===== config.mk =====
export PLATFORM = sky130hd
export DESIGN_NAME = cmdq_engine
export DESIGN_NICKNAME = d
export VERILOG_FILES = /design/src/rtl/cmdq_pkg.sv /design/src/rtl/cmdq_datapath.sv /design/src/rtl/cmdq_control.sv /design/src/rtl/cmdq_engine.sv
export SDC_FILE = /design/constraint.sdc
export NUM_CORES = 1
export LEC_CHECK = 0
export CAP_MARGIN = 0
export CORE_MARGIN = 4
export CORE_UTILIZATION = 47
export CTS_CLUSTER_DIAMETER = 60
export DETAILED_ROUTE_END_ITERATION = 6
export GPL_TIMING_DRIVEN = 0
export PLACE_DENSITY_LB_ADDON = 0.15
export SLEW_MARGIN = 20
export SYNTH_ARGS = -nofsm -noshare
export SYNTH_HDL_FRONTEND = slang
export SYNTH_SLANG_ARGS = --single-unit

===== constraint.sdc =====
create_clock -name clk -period 6.1 [get_ports clk]
set_input_delay 0.915 -clock clk [delete_from_list [all_inputs] [get_ports clk]]
set_output_delay 0.915 -clock clk [all_outputs]
set_load 0.01 [all_outputs]

===== src/rtl/cmdq_pkg.sv =====
package cmdq_pkg;

  localparam int PAGE_LOG2  = 12;
  localparam int ENTRY_LOG2 = 5;
  localparam int SLOTS_LOG2 = PAGE_LOG2 - ENTRY_LOG2;
  localparam int CODE_W     = 8;

  localparam logic [CODE_W-1:0] CODE_SYNC = 8'h05;

  typedef enum logic [2:0] {
    ST_IDLE,
    ST_CHECK,
    ST_FETCH,
    ST_DISPATCH,
    ST_STEP
  } engState_t;

  typedef struct packed {
    logic loadCfg;
    logic loadWr;
    logic zeroRd;
    logic advance;
    logic setStall;
    logic latchCode;
  } dpStrobe_t;

  function automatic logic needsHandler(input logic [CODE_W-1:0] code);
    case (code)
      8'h03, 8'h04, 8'h08, 8'h09, 8'h0A, 8'h0B, 8'h0C, 8'h0D, 8'h0F: return 1'b1;
      default: return 1'b0;
    endcase
  endfunction

endpackage


===== src/rtl/cmdq_datapath.sv =====
module cmdq_datapath
  import cmdq_pkg::*;
#(
  parameter int ADDR_W = 48,
  parameter int SIZE_W = 8,
  localparam int OFF_W  = SIZE_W + SLOTS_LOG2 + 1,
  localparam int BASE_W = ADDR_W - PAGE_LOG2
) (
  input  logic              clk,
  input  logic              rstN,
  input  dpStrobe_t         str,
  input  logic [BASE_W-1:0] cfgBase,
  input  logic [SIZE_W-1:0] cfgPages,
  input  logic [OFF_W-1:0]  wrOffIn,
  input  logic [CODE_W-1:0] fetchedCode,
  output logic [OFF_W-1:0]  rdOff,
  output logic [OFF_W-1:0]  wrOff,
  output logic              stalled,
  output logic [ADDR_W-1:0] entryAddr,
  output logic [CODE_W-1:0] cmdCode,
  output logic              offsEqual,
  output logic              rangeBad,
  output logic              needsWork
);

  logic [BASE_W-1:0] baseQ;
  logic [SIZE_W-1:0] pagesQ;
  logic [OFF_W-1:0]  pagesExt;
  logic [OFF_W-1:0]  capacity;
  logic [OFF_W:0]    incr;
  logic [OFF_W-1:0]  rdNext;

  assign pagesExt = OFF_W'(pagesQ) + OFF_W'(1);
  assign capacity = pagesExt << SLOTS_LOG2;

  assign incr   = {1'b0, rdOff} + (OFF_W+1)'(1);
  assign rdNext = (incr >= {1'b0, capacity}) ? OFF_W'(incr - {1'b0, capacity})
                                             : incr[OFF_W-1:0];

  assign entryAddr = {baseQ, {PAGE_LOG2{1'b0}}} + (ADDR_W'(rdOff) << ENTRY_LOG2);

  assign offsEqual = (rdOff == wrOff);
  assign rangeBad  = (rdOff > capacity) || (wrOff > capacity);
  assign needsWork = needsHandler(cmdCode);

  always_ff @(posedge clk) begin
    if (!rstN) begin
      baseQ   <= '0;
      pagesQ  <= '0;
      rdOff   <= '0;
      wrOff   <= '0;
      stalled <= 1'b0;
      cmdCode <= '0;
    end else begin
      if (str.loadCfg) begin
        baseQ   <= cfgBase;
        pagesQ  <= cfgPages;
        rdOff   <= '0;
        wrOff   <= '0;
        stalled <= 1'b0;
      end else begin
        if (str.loadWr) wrOff <= wrOffIn;
        if (str.zeroRd) rdOff <= '0;
        else if (str.advance) rdOff <= rdNext;
        if (str.setStall) stalled <= 1'b1;
      end
      if (str.latchCode) cmdCode <= fetchedCode;
    end
  end


  stall_sticky_chk: assert property (@(posedge clk) disable iff (!rstN)
    (stalled && !str.loadCfg) |=> stalled);


  stall_rd_hold_chk: assert property (@(posedge clk) disable iff (!rstN)
    (str.setStall && !str.zeroRd && !str.loadCfg) |=> (rdOff == $past(rdOff)));


  wrap_bound_chk: assert property (@(posedge clk) disable iff (!rstN)
    (str.advance && !str.zeroRd && !str.loadCfg) |=> (rdOff < capacity));

endmodule


===== src/rtl/cmdq_control.sv =====
module cmdq_control
  import cmdq_pkg::*;
(
  input  logic      clk,
  input  logic      rstN,
  input  logic      enable,
  input  logic      cfgWe,
  input  logic      wrOffWe,
  input  logic      offsEqual,
  input  logic      rangeBad,
  input  logic      stalled,
  input  logic      needsWork,
  input  logic      memAck,
  input  logic      memErr,
  input  logic      hDone,
  input  logic      hErr,
  output dpStrobe_t str,
  output logic      memReq,
  output logic      hReq
);

  engState_t state, nextState;
  logic enPrev;
  logic kick;
  logic enRise;

  assign enRise = enable && !enPrev;

  always_comb begin
    str         = '0;
    str.loadCfg = cfgWe && !enable;
    str.loadWr  = wrOffWe;
    str.zeroRd  = enRise;
    nextState   = state;
    memReq      = 1'b0;
    hReq        = 1'b0;
    unique case (state)
      ST_IDLE: begin
        if (kick && enable && !stalled) nextState = ST_CHECK;
      end
      ST_CHECK: begin
        if (!enable || stalled || offsEqual || rangeBad) nextState = ST_IDLE;
        else nextState = ST_FETCH;
      end
      ST_FETCH: begin
        memReq = 1'b1;
        if (memAck) begin
          if (memErr) begin
            str.setStall = 1'b1;
            nextState    = ST_IDLE;
          end else begin
            str.latchCode = 1'b1;
            nextState     = ST_DISPATCH;
          end
        end
      end
      ST_DISPATCH: begin
        if (needsWork) begin
          hReq = 1'b1;
          if (hDone) begin
            if (hErr) begin
              str.setStall = 1'b1;
              nextState    = ST_IDLE;
            end else begin
              nextState = ST_STEP;
            end
          end
        end else begin
          nextState = ST_STEP;
        end
      end
      ST_STEP: begin
        str.advance = 1'b1;
        nextState   = ST_CHECK;
      end
      default: nextState = ST_IDLE;
    endcase
  end

  always_ff @(posedge clk) begin
    if (!rstN) begin
      state  <= ST_IDLE;
      enPrev <= 1'b0;
      kick   <= 1'b0;
    end else begin
      state  <= nextState;
      enPrev <= enable;
      if (wrOffWe || enRise) kick <= 1'b1;
      else if (state == ST_IDLE && nextState == ST_CHECK) kick <= 1'b0;
    end
  end


  range_stop_chk: assert property (@(posedge clk) disable iff (!rstN)
    (state == ST_CHECK && rangeBad) |=> !memReq);


  idle_when_off_chk: assert property (@(posedge clk) disable iff (!rstN)
    (state == ST_CHECK && !enable) |=> !memReq);


  req_hold_chk: assert property (@(posedge clk) disable iff (!rstN)
    (memReq && !memAck) |=> memReq);


  handler_hold_chk: assert property (@(posedge clk) disable iff (!rstN)
    (hReq && !hDone) |=> hReq);

endmodule


===== src/rtl/cmdq_engine.sv =====
module cmdq_engine
  import cmdq_pkg::*;
#(
  parameter int ADDR_W = 48,
  parameter int SIZE_W = 8,
  parameter int DATA_W = 64,
  localparam int OFF_W  = SIZE_W + SLOTS_LOG2 + 1,
  localparam int BASE_W = ADDR_W - PAGE_LOG2
) (
  input  logic              clk,
  input  logic              rstN,
  input  logic              enable,
  input  logic              cfgWe,
  input  logic [BASE_W-1:0] cfgBase,
  input  logic [SIZE_W-1:0] cfgPages,
  input  logic              wrOffWe,
  input  logic [OFF_W-1:0]  wrOffIn,
  output logic [OFF_W-1:0]  rdOff,
  output logic [OFF_W-1:0]  wrOff,
  output logic              stalled,
  output logic              memReq,
  output logic [ADDR_W-1:0] memAddr,
  input  logic              memAck,
  input  logic [DATA_W-1:0] memData,
  input  logic              memErr,
  output logic              hReq,
  output logic [CODE_W-1:0] hCode,
  output logic [ADDR_W-1:0] hAddr,
  input  logic              hDone,
  input  logic              hErr
);

  dpStrobe_t         str;
  logic              offsEqual;
  logic              rangeBad;
  logic              needsWork;
  logic [ADDR_W-1:0] entryAddr;
  logic [CODE_W-1:0] cmdCode;
  logic              unusedHigh;

  assign unusedHigh = ^memData[DATA_W-1:CODE_W];

  cmdq_control u_ctl (
    .clk       (clk),
    .rstN      (rstN),
    .enable    (enable),
    .cfgWe     (cfgWe),
    .wrOffWe   (wrOffWe),
    .offsEqual (offsEqual),
    .rangeBad  (rangeBad),
    .stalled   (stalled),
    .needsWork (needsWork),
    .memAck    (memAck),
    .memErr    (memErr),
    .hDone     (hDone),
    .hErr      (hErr),
    .str       (str),
    .memReq    (memReq),
    .hReq      (hReq)
  );

  cmdq_datapath #(.ADDR_W(ADDR_W), .SIZE_W(SIZE_W)) u_dp (
    .clk         (clk),
    .rstN        (rstN),
    .str         (str),
    .cfgBase     (cfgBase),
    .cfgPages    (cfgPages),
    .wrOffIn     (wrOffIn),
    .fetchedCode (memData[CODE_W-1:0]),
    .rdOff       (rdOff),
    .wrOff       (wrOff),
    .stalled     (stalled),
    .entryAddr   (entryAddr),
    .cmdCode     (cmdCode),
    .offsEqual   (offsEqual),
    .rangeBad    (rangeBad),
    .needsWork   (needsWork)
  );

  assign memAddr = entryAddr;
  assign hAddr   = entryAddr;
  assign hCode   = cmdCode;

endmodule


# Word level (Yosys, flattened, before mapping)
# Memory sizes are Yosys's and may differ from the RTL's. A register that Yosys moved wholly into a read port is not among the register bits.
# Index checks and enable logic that the tools add are counted.
[op_classes]
eq_ne = 6
order_cmp = 3
n_mux = 26
n_bitwise = 1
reduce_logical = 18
n_addsub = 4
[ops]
columns = ["operator", "count"]
rows = [
  ["48-bit by 21-bit adder with 48-bit output", 1],
  ["16-bit > comparator", 2],
  ["16-bit by 1-bit adder with 17-bit output (second input constant)", 1],
  ["17-bit by 16-bit greater-or-equal comparator with 1-bit output", 1],
  ["16-bit == test", 1],
  ["16-bit 2-to-1 mux", 1],
  ["16-bit subtractor", 1],
  ["3-bit 2-to-1 mux", 5],
  ["3-bit one-hot mux with 5 select lines", 1],
  ["1-bit 2-to-1 mux", 13],
  ["8-bit by 1-bit adder with 9-bit output (second input constant)", 1],
  ["4-bit 2-to-1 mux", 2],
  ["3-bit by 1-bit == test with 1-bit output (second input constant)", 2],
  ["3-bit by 2-bit == test with 1-bit output (second input constant)", 2],
  ["2-bit 2-to-1 mux", 3],
  ["1-bit logical AND", 5],
  ["1-bit logical OR", 5],
  ["4-bit logical NOT", 1],
  ["3-bit == test (second input constant)", 1],
  ["1-bit logical NOT", 3],
  ["3-bit logical NOT", 1],
  ["3-bit OR reduction", 1],
  ["1-bit one-hot mux with 2 select lines", 1],
  ["2-bit nonzero test", 1],
  ["2 further kinds", 2],
]
[word_totals]
n_memories = 1
elab_cells = 68
romBits = 16
register_bits = 90
out_inout_bits = 139
input_bits = 133
[memory_table]
columns = ["memory", "words", "width", "rd", "rd_clocked_by_memory_dff", "write_ports", "line_no", "rtl"]
rows = [
  ["(name not given)", 16, 1, 1, 1, 0, "cmdq_pkg.sv:28", "case (code)"],
]

# Depth between registers and ports, before layout
# Gate-level depths: netlist of run 1.
[depth]
ltp_word = 10
mapped_depth = 17

# By module
# A second synthesis of run 1 with hierarchy kept.
[unflattened]
cells_unflattened = 736
hier_area_um2 = 6431.2
[by_module_without_submodules]
columns = ["mod", "n_inst", "area_each_um2", "cells_each", "seq_area_each_um2"]
rows = [
  ["cmdq_datapath", 1, 5769.3, 651, 1721.7],
  ["cmdq_engine", 1, 360.3, 48, 0.0],
  ["cmdq_control", 1, 301.5, 37, 100.1],
]

# Worst setup path after synthesis of run 1
# Ideal clock, no wire load.
[synth_path]
kind = "register to output"
startpoint = "register u_dp.rdOff[8]"
endpoint = "output memAddr[40]"
stages_incl_launch_ff = 14
t_required_ps = 5185
arrival_time_ps = 2894
path_slack_ps = 2291
path_cell_list = "dfxtp_1 inv_1 fa_1 nor2b_1 o21ai_0 a21boi_0 o21ai_0 a21boi_0 o21ai_0 nand2b_1 a21o_1 and4_1 xor2_1 buf_4"
[synth_between]
elab_chain_len = 1
[synth_rtl]
columns = ["element", "line_no", "rtl"]
rows = [
  ["from (decl)", "cmdq_datapath.sv:16", "output logic [OFF_W-1:0] rdOff,"],
  ["from (signal assigned)", "cmdq_datapath.sv:64", "else if (str.advance) rdOff <= rdNext;"],
  ["48-bit by 21-bit adder with 48-bit output", "cmdq_datapath.sv:40", "assign entryAddr = {baseQ, {PAGE_LOG2{1'b0}}} + (ADDR_W'(rdOff) << ENTRY_LOG2);"],
  ["to (decl)", "cmdq_engine.sv:22", "output logic [ADDR_W-1:0] memAddr,"],
]
# Every way passes these cells.

# Worst setup path after layout of run 1
# Ends and elaborated chain as after synthesis.

==> summary.txt, run 1 <==
Gr usage total: 0.219
Hold_sp: u_dp.baseQ[24]$_SDFFE_PN0P_
Hold path endpoint: u_dp.baseQ[24]$_SDFFE_PN0P_
Status: finished, final reports clean
Commonest non-fill, non-tap cell in the layout: clkdlybuf4s50_1
R2R Path Start: u_dp.rdOff[0]$_SDFFE_PP0N_
# setup viols final: 0
Row Count: 42
Total negative slack: 0 ps
Reg2Reg Depth: 16
Worst path most repeated cell: o21ai_0
Yosys reg bits: 91
Residual DRC count: 0
Hold crit path type: flip-flop to flip-flop
CTS Buf Count: 9
Hold path depth: 2
Initial Util: 0.479
Fillers: 1,149
HPWL after DPL: 13,800 um
CTS tree: done
Clock tree buffer depth: 2
Critical Path RT: 5180 ps
Grt ovf: 0
CP top delay family: compound AO/OA/AOI/OAI gates
Cells after synthesis: 798
Crit Path Category: flip-flop to primary output
PortBufs: 204
Crit path max fanout: 7
DIE AREA: 0.0154 mm^2
Antenna diodes: 0
P per Cell Area: 167 mW/mm^2
Seq/Total Area, Yosys: 0.287
Crit end category: primary output
Post-CTS Setup Bufs: 0
Skew final: 11.0 ps
Final hold viol count: 0
Critical Path AT: 4170 ps
Worst-path clk slew: 70 ps
Worst Max-Slew Pin Slew: 817 ps
Clk root buf: clkbuf_16
Worst path buffer plus inverter count: 3
Mean Syn Cell Area: 7.95 um^2
Most frequent cells in the layout: clkdlybuf4s50_1, nand2_1, dfxtp_1
Worst path slowest cell: dfxtp_1
Async SR Flop Fraction: 0
Initial antenna violation count: 0
Slack of the worst reg-to-reg path: 2070 ps
Layout area overhead: 41.2%
Ys flop type: dfxtp_1
Clk sinks: 91
PostCTS Resize Cnt: 0
Terminus of the critical flop-to-flop path: u_dp.rdOff[14]$_SDFFE_PP0N_
VDD IR max: 0.131 mV
RSZ-0062 raised after global routing: false
Max cap viols: 0
Maximum number of pins on one net before global-route repair: 16
F_max: 197 MHz
Detail Route Antenna Nets: 0
# H-tree levels: 3
Period minus WS final: 5090 ps
Synth Warn #: 0
Slew HR: 0.453
Layout cells sized above 1: 0.0993
I/O pin count: 272
First DRT Iteration DRCs: 331
Vias/cell: 5.06
Routed WL: 17,100 um
CTS Hold Bufs: 0
Pins over their slew limit: 0
TritonRoute pass-1 iters: 5
Leak: 3.78 nW
CP max stage delay: 570 ps
Via count: 6,089
Clock latency on the worst-skew pair: 350 ps
Die Width: 124 um
CP Launch Type: flip-flop
Fin crit share: 0.834
Number of flops mapped to enable cells by yosys: 0
Drt wl/cell: 14.2 um
Via count of the first global-routing pass: 5,561
Mapped cell area: 0.00634 mm^2
Worst path cell trace: inv_1 -> fa_1 -> nor2b_1 -> o21ai_0 -> a21boi_0 -> o21ai_0 -> a21boi_0 -> o21ai_0 -> nand2b_1 -> a21o_1 -> and4_1 -> xor2_1 -> buf_4 -> clkdlybuf4s50_1
Core area: 0.0132 mm^2
Nets: 1,186
Fin cells: 1,203
Cell variety after synth: 64
Die H: 124 um
Inst Count DP: 1,187
First-pass GRT wire length: 26,800 um
Routability cong.: 0.887
[report_power, final]
part           internal [mW]  switching [mW]  total (mW)  leakage [nW]
sequential             0.614          0.0214       0.636         0.741
clock                  0.360           0.239       0.599         0.157
combinational          0.155           0.111       0.266          2.88
total                   1.13           0.371        1.50          3.78
[routing by layer]
metal  global-route usage  wire length [um]
met1                0.279              7370
met2                0.370              8200
met3               0.0395              1070
met4               0.0808               414
met5                    0                 0
[cells by family after synthesis]
| group | count (synthesis) | synth area share |
|---|---|---|
| XOR/XNOR | 81 | 0.113 |
| buffers and inverters | 119 | 0.109 |
| adder cells (fa/ha/maj) | 36 | 0.0714 |
| other | 1 | 0.000591 |
| AO/OA/AOI/OAI | 131 | 0.138 |
| flip-flops | 91 | 0.287 |
| AND/OR/NAND/NOR | 314 | 0.242 |
| multiplexers | 25 | 0.0398 |
[synthesized netlist by cell type (2+ instances only)]
cell         n  area share
and3_1      12       0.012
o22ai_1      2      0.0020
nor3_1       7      0.0055
inv_1       25       0.015
a31oi_1      4      0.0039
and4_1       2      0.0028
clkbuf_1    24       0.014
nor2b_1     11       0.011
nand3_1     28       0.022
nand4b_1     2      0.0028
maj3_1       5      0.0079
or2_2        3      0.0030
nand2b_1     4      0.0039
o221ai_1     2      0.0028
buf_2        7      0.0055
mux2i_1     23       0.036
nor4b_1      2      0.0028
o211ai_1     2      0.0024
ha_1        29       0.057
nor4_1      16       0.016
or3_1        7      0.0069
xnor2_1     36       0.050
mux2_2       2      0.0035
nand2_1    133       0.079
a21o_1       6      0.0071
a211oi_1     2      0.0024
nand4_4      2      0.0067
xor2_1      44       0.061
a21boi_0    48       0.057
a21oi_1     22       0.017
nand4_1     13       0.013
dfxtp_1     91        0.29
buf_4       62       0.073
a211o_1      2      0.0028
and2_1       7      0.0069
fa_1         2      0.0063
o21ai_0     28       0.022
nor2_1      54       0.032
a2111oi_0    2      0.0028
[through the flow]
| step | util | worst slack [ps] | cell area [um^2] | hold slack, ps | power [mW] |
|---|---|---|---|---|---|
| finish | 0.676 | 1010 | 8960 | 467 | 1.50 |
| global route | 0.676 | 724 | 8960 | 479 | 1.56 |
| CTS | 0.676 | 981 | 8960 | 468 | 1.52 |
| detailed placement | 0.652 | 1350 | 8640 | 459 | 0.915 |
| global placement | 0.652 | 1430 | 8640 | 455 | 0.912 |
| floorplan | - | 2290 | 6380 | 443 | 0.783 |
[worst register-to-register path: stages (launching register included)]
cell	delay, ps
dfxtp_1	430
clkbuf_2	230
nand3_1	150
or2_0	350
nor2_1	330
xnor2_1	150
ha_1	380
nand2_1	70
o21ai_0	360
nor4_1	80
nor4_1	530
maj3_1	290
a21oi_1	80
xnor2_1	190
a21oi_1	90
a31oi_1	140
nand2_1	60
[worst max-delay path by stage]
| stage | slack (ps) | cells after the start | start | to |
|---|---|---|---|---|
| floorplan | 2290 | 13 | u_dp.rdOff[8]$_SDFFE_PP0N_ | memAddr[40] |
| global placement | 1430 | 14 | u_dp.rdOff[8]$_SDFFE_PP0N_ | memAddr[40] |
| detailed placement | 1350 | 14 | u_dp.rdOff[8]$_SDFFE_PP0N_ | memAddr[40] |
| CTS | 980 | 14 | u_dp.rdOff[8]$_SDFFE_PP0N_ | memAddr[40] |
| global route | 720 | 14 | u_dp.rdOff[8]$_SDFFE_PP0N_ | memAddr[40] |
| finish | 1010 | 14 | u_dp.rdOff[8]$_SDFFE_PP0N_ | memAddr[40] |
[registers in the layout, summed over array words and instances (netlist names), named ones only]
name          cells
u_ctl.kick        1
u_ctl.state       3
u_dp.stalled      1
u_dp.rdOff       16
u_dp.cmdCode      8
u_dp.baseQ       36
u_dp.wrOff       16
u_dp.pagesQ       8
u_ctl.enPrev      1
[layout make-up]
cell class / instances / area, um^2 / share of cell area
well taps: 176 / 220 / 0.0246
clock inverters: 6 / 87.6 / 0.00978
multi-input cells: 597 / 3870 / 0.432
inverters: 25 / 93.8 / 0.0105
plain buffers: 94 / 596 / 0.0665
flip-flops and latches: 91 / 1820 / 0.203
repair buffers: 204 / 2040 / 0.228
clock buffers: 10 / 229 / 0.0256
No activity file was read; power rests on OpenSTA's default activity.
==> run 2: changes to the inputs <==
Settings changed: CORE_UTILIZATION 47 to 39.
Clock period 6.1 ns to 4.1 ns, I/O delays scaled along.
==> run 2 against run 1 <==
Critical path type unchanged. Sequential share of layout area decreased by 0.39 points. Cell area up 2.6%. Critical endpoint is now memAddr[36]. Non-clock buffer count grew 6. Clock skew is 2.0 ps lower. Die area increased by 19%.
==> summary.txt, run 2 (synthesis gave the netlist of run 1 again) <==
Clock latency on the worst-skew pair: 350 ps (about the same)
Detail Route Antenna Nets: 0 (unchanged)
Commonest non-fill, non-tap cell in the layout: clkdlybuf4s50_1
Grt ovf: 0 (unchanged)
Worst path cell trace: ha_1 -> nor2b_1 -> o21ai_0 -> a21boi_1 -> o21ai_1 -> a21boi_2 -> o21a_2 -> nor2_2 -> nor2_1 -> xnor2_1 -> buf_4 -> clkdlybuf4s50_1
Residual DRC count: 0 (unchanged)
Fin crit share: 0.953
Clk sinks: 91 (unchanged)
HPWL after DPL: 14,300 um (+3.9%)
PortBufs: 204 (unchanged)
Top reg by flops: u_dp.baseQ
Slew HR: 0.439 (-0.0148)
First DRT Iteration DRCs: 232 (-30%)
Die Width: 136 um (+9.2%)
Crit path max fanout: 10 (+3)
Worst path slowest cell: clkdlybuf4s50_1
# H-tree levels: 3 (unchanged)
P per Cell Area: 246 mW/mm^2 (+47%)
Row Count: 46 (+9.5%)
Drt wl/cell: 14.2 um (+0.41%)
Final worst slack: 194 ps (-819 ps)
Crit end category: primary output
Vias/cell: 4.86 (-4.1%)
Inst Count DP: 1,227 (+3.4%)
Initial Util: 0.399 (-0.0797)
Worst-path clk slew: 70 ps (about the same)
CP Launch Type: flip-flop
I/O pin count: 272 (unchanged)
Fin cells: 1,249 (+3.8%)
Largest registers: u_dp.baseQ x36, u_dp.rdOff x16, u_dp.wrOff x16
Status: finished, final reports clean
Routability cong.: 0.876 (-1.2%)
Max cap viols: 0 (unchanged)
Design area: 0.00919 mm^2 (+2.6%)
Place WS: -354 ps (-1710 ps)
Routed WL: 17,800 um (+4.3%)
Critical Path RT: 3480 ps (-1700 ps)
# setup viols final: 0 (unchanged)
F_max: 256 MHz
DIE AREA: 0.0184 mm^2 (+19%)
Crit Path Category: flip-flop to primary output
Post-DP Area: 0.00869 mm^2 (+0.58%)
Antenna diodes: 0 (unchanged)
Final hold viol count: 0 (unchanged)
CTS Buf Count: 9 (unchanged)
TritonRoute pass-1 iters: 5 (unchanged)
Max reg flops: 36 (unchanged)
Initial antenna violation count: 0 (unchanged)
Layout area overhead: 44.8%
Pins over their slew limit: 0 (unchanged)
Via count: 6,065 (-0.39%)
Hold crit path type: flip-flop to flip-flop
Period minus WS final: 3910 ps
Maximum number of pins on one net before global-route repair: 16 (unchanged)
Leak: 3.94 nW (+4.2%)
CP max stage delay: 520 ps (-50 ps)
Via count of the first global-routing pass: 5,496 (-1.2%)
Most frequent cells in the layout: clkdlybuf4s50_1, nand2_1, dfxtp_1
Clock tree buffer depth: 2 (unchanged)
Worst Max-Slew Pin Slew: 839 ps (+22.1 ps)
CTS Hold Bufs: 0 (unchanged)
Core area: 0.0159 mm^2 (+20%)
Nets: 1,192 (+0.51%)
VDD IR max: 0.295 mV (+130%)
Gr usage total: 0.189 (-0.0303)
Skew final: 9.01 ps (-1.98 ps)
CTS tree: done
Die H: 136 um (+9.2%)
Clk root buf: clkbuf_16
Critical Path AT: 3290 ps (-880 ps)
Layout cells sized above 1: 0.131 (+0.0314)
First-pass GRT wire length: 27,800 um (+3.6%)
-- run 2: critical path: cells and delay by family, from the launching register on --
kind	cells	cell delay, ps
buffers and inverters	2	670
xor gates and xnor gates	1	220
adders and majority gates	1	340
and+or+nand+nor	3	460
DFF	1	390
AOI/OAI and AO/OA	5	860
-- run 2: report_power, final --
part,leakage [nW],switching (mW),internal (mW),total (mW)
combinational,3.03,0.167,0.231,0.398
clock,0.163,0.364,0.552,0.916
sequential,0.744,0.0321,0.913,0.945
total,3.94,0.563,1.70,2.26
-- run 2: routing by layer --
layer  wire [um]  global-route usage  share of wire
met5           0                   0              0
met4         294              0.0543          0.017
met3        1130              0.0383          0.064
met2        8530               0.317           0.48
met1        7830               0.245           0.44
-- run 2: cell type report --
type / count / area, um^2
Fill cell: 1543 / 6700
Multi-Input combinational cell: 597 / 3980
Timing Repair Buffer: 210 / 2090
Sequential cell: 91 / 1830
Buffer: 94 / 596
Tap cell: 216 / 270
Clock buffer: 10 / 239
Inverter: 25 / 93.8
Clock inverter: 6 / 87.6
-- run 2: what timing repair did --
action	4_1_cts	5_1_grt
pin swaps	8	4
endpoints found under the setup margin	55	32
gates resized for setup	19	23
setup buffers	4	2
-- run 2: worst paths after layout --
| path | start | to | slack (ps) | cells after the start |
|---|---|---|---|---|
| worst min-delay path | u_dp.baseQ[24]$_SDFFE_PN0P_ | u_dp.baseQ[24]$_SDFFE_PN0P_ | 470 | 2 |
| worst min register to register | u_dp.baseQ[24]$_SDFFE_PN0P_ | u_dp.baseQ[24]$_SDFFE_PN0P_ | 470 | 2 |
| worst max register to register | u_dp.rdOff[0]$_SDFFE_PP0N_ | u_dp.rdOff[12]$_SDFFE_PP0N_ | 320 | 17 |
| worst max-delay path | u_dp.rdOff[9]$_SDFFE_PP0N_ | memAddr[36] | 190 | 12 |
-- run 2: through the flow --
stage | setup TNS [ps] | hold WS (ps) | power, mW | utilization
finish | 0 | 466 | 2.26 | 0.578
global route | -31.7 | 497 | 2.36 | 0.578
CTS | 0 | 467 | 2.29 | 0.572
detailed placement | -4090 | 458 | 1.36 | 0.547
global placement | -2940 | 456 | 1.36 | 0.547
floorplan | 0 | 443 | 1.17 | -
==> run 3: changes to the inputs <==
Settings changed: ABC_CLOCK_PERIOD_IN_PS from default to 4100.
==> results of run 3 <==
The final DEF is identical to that of run 2; final timing and power are the same.
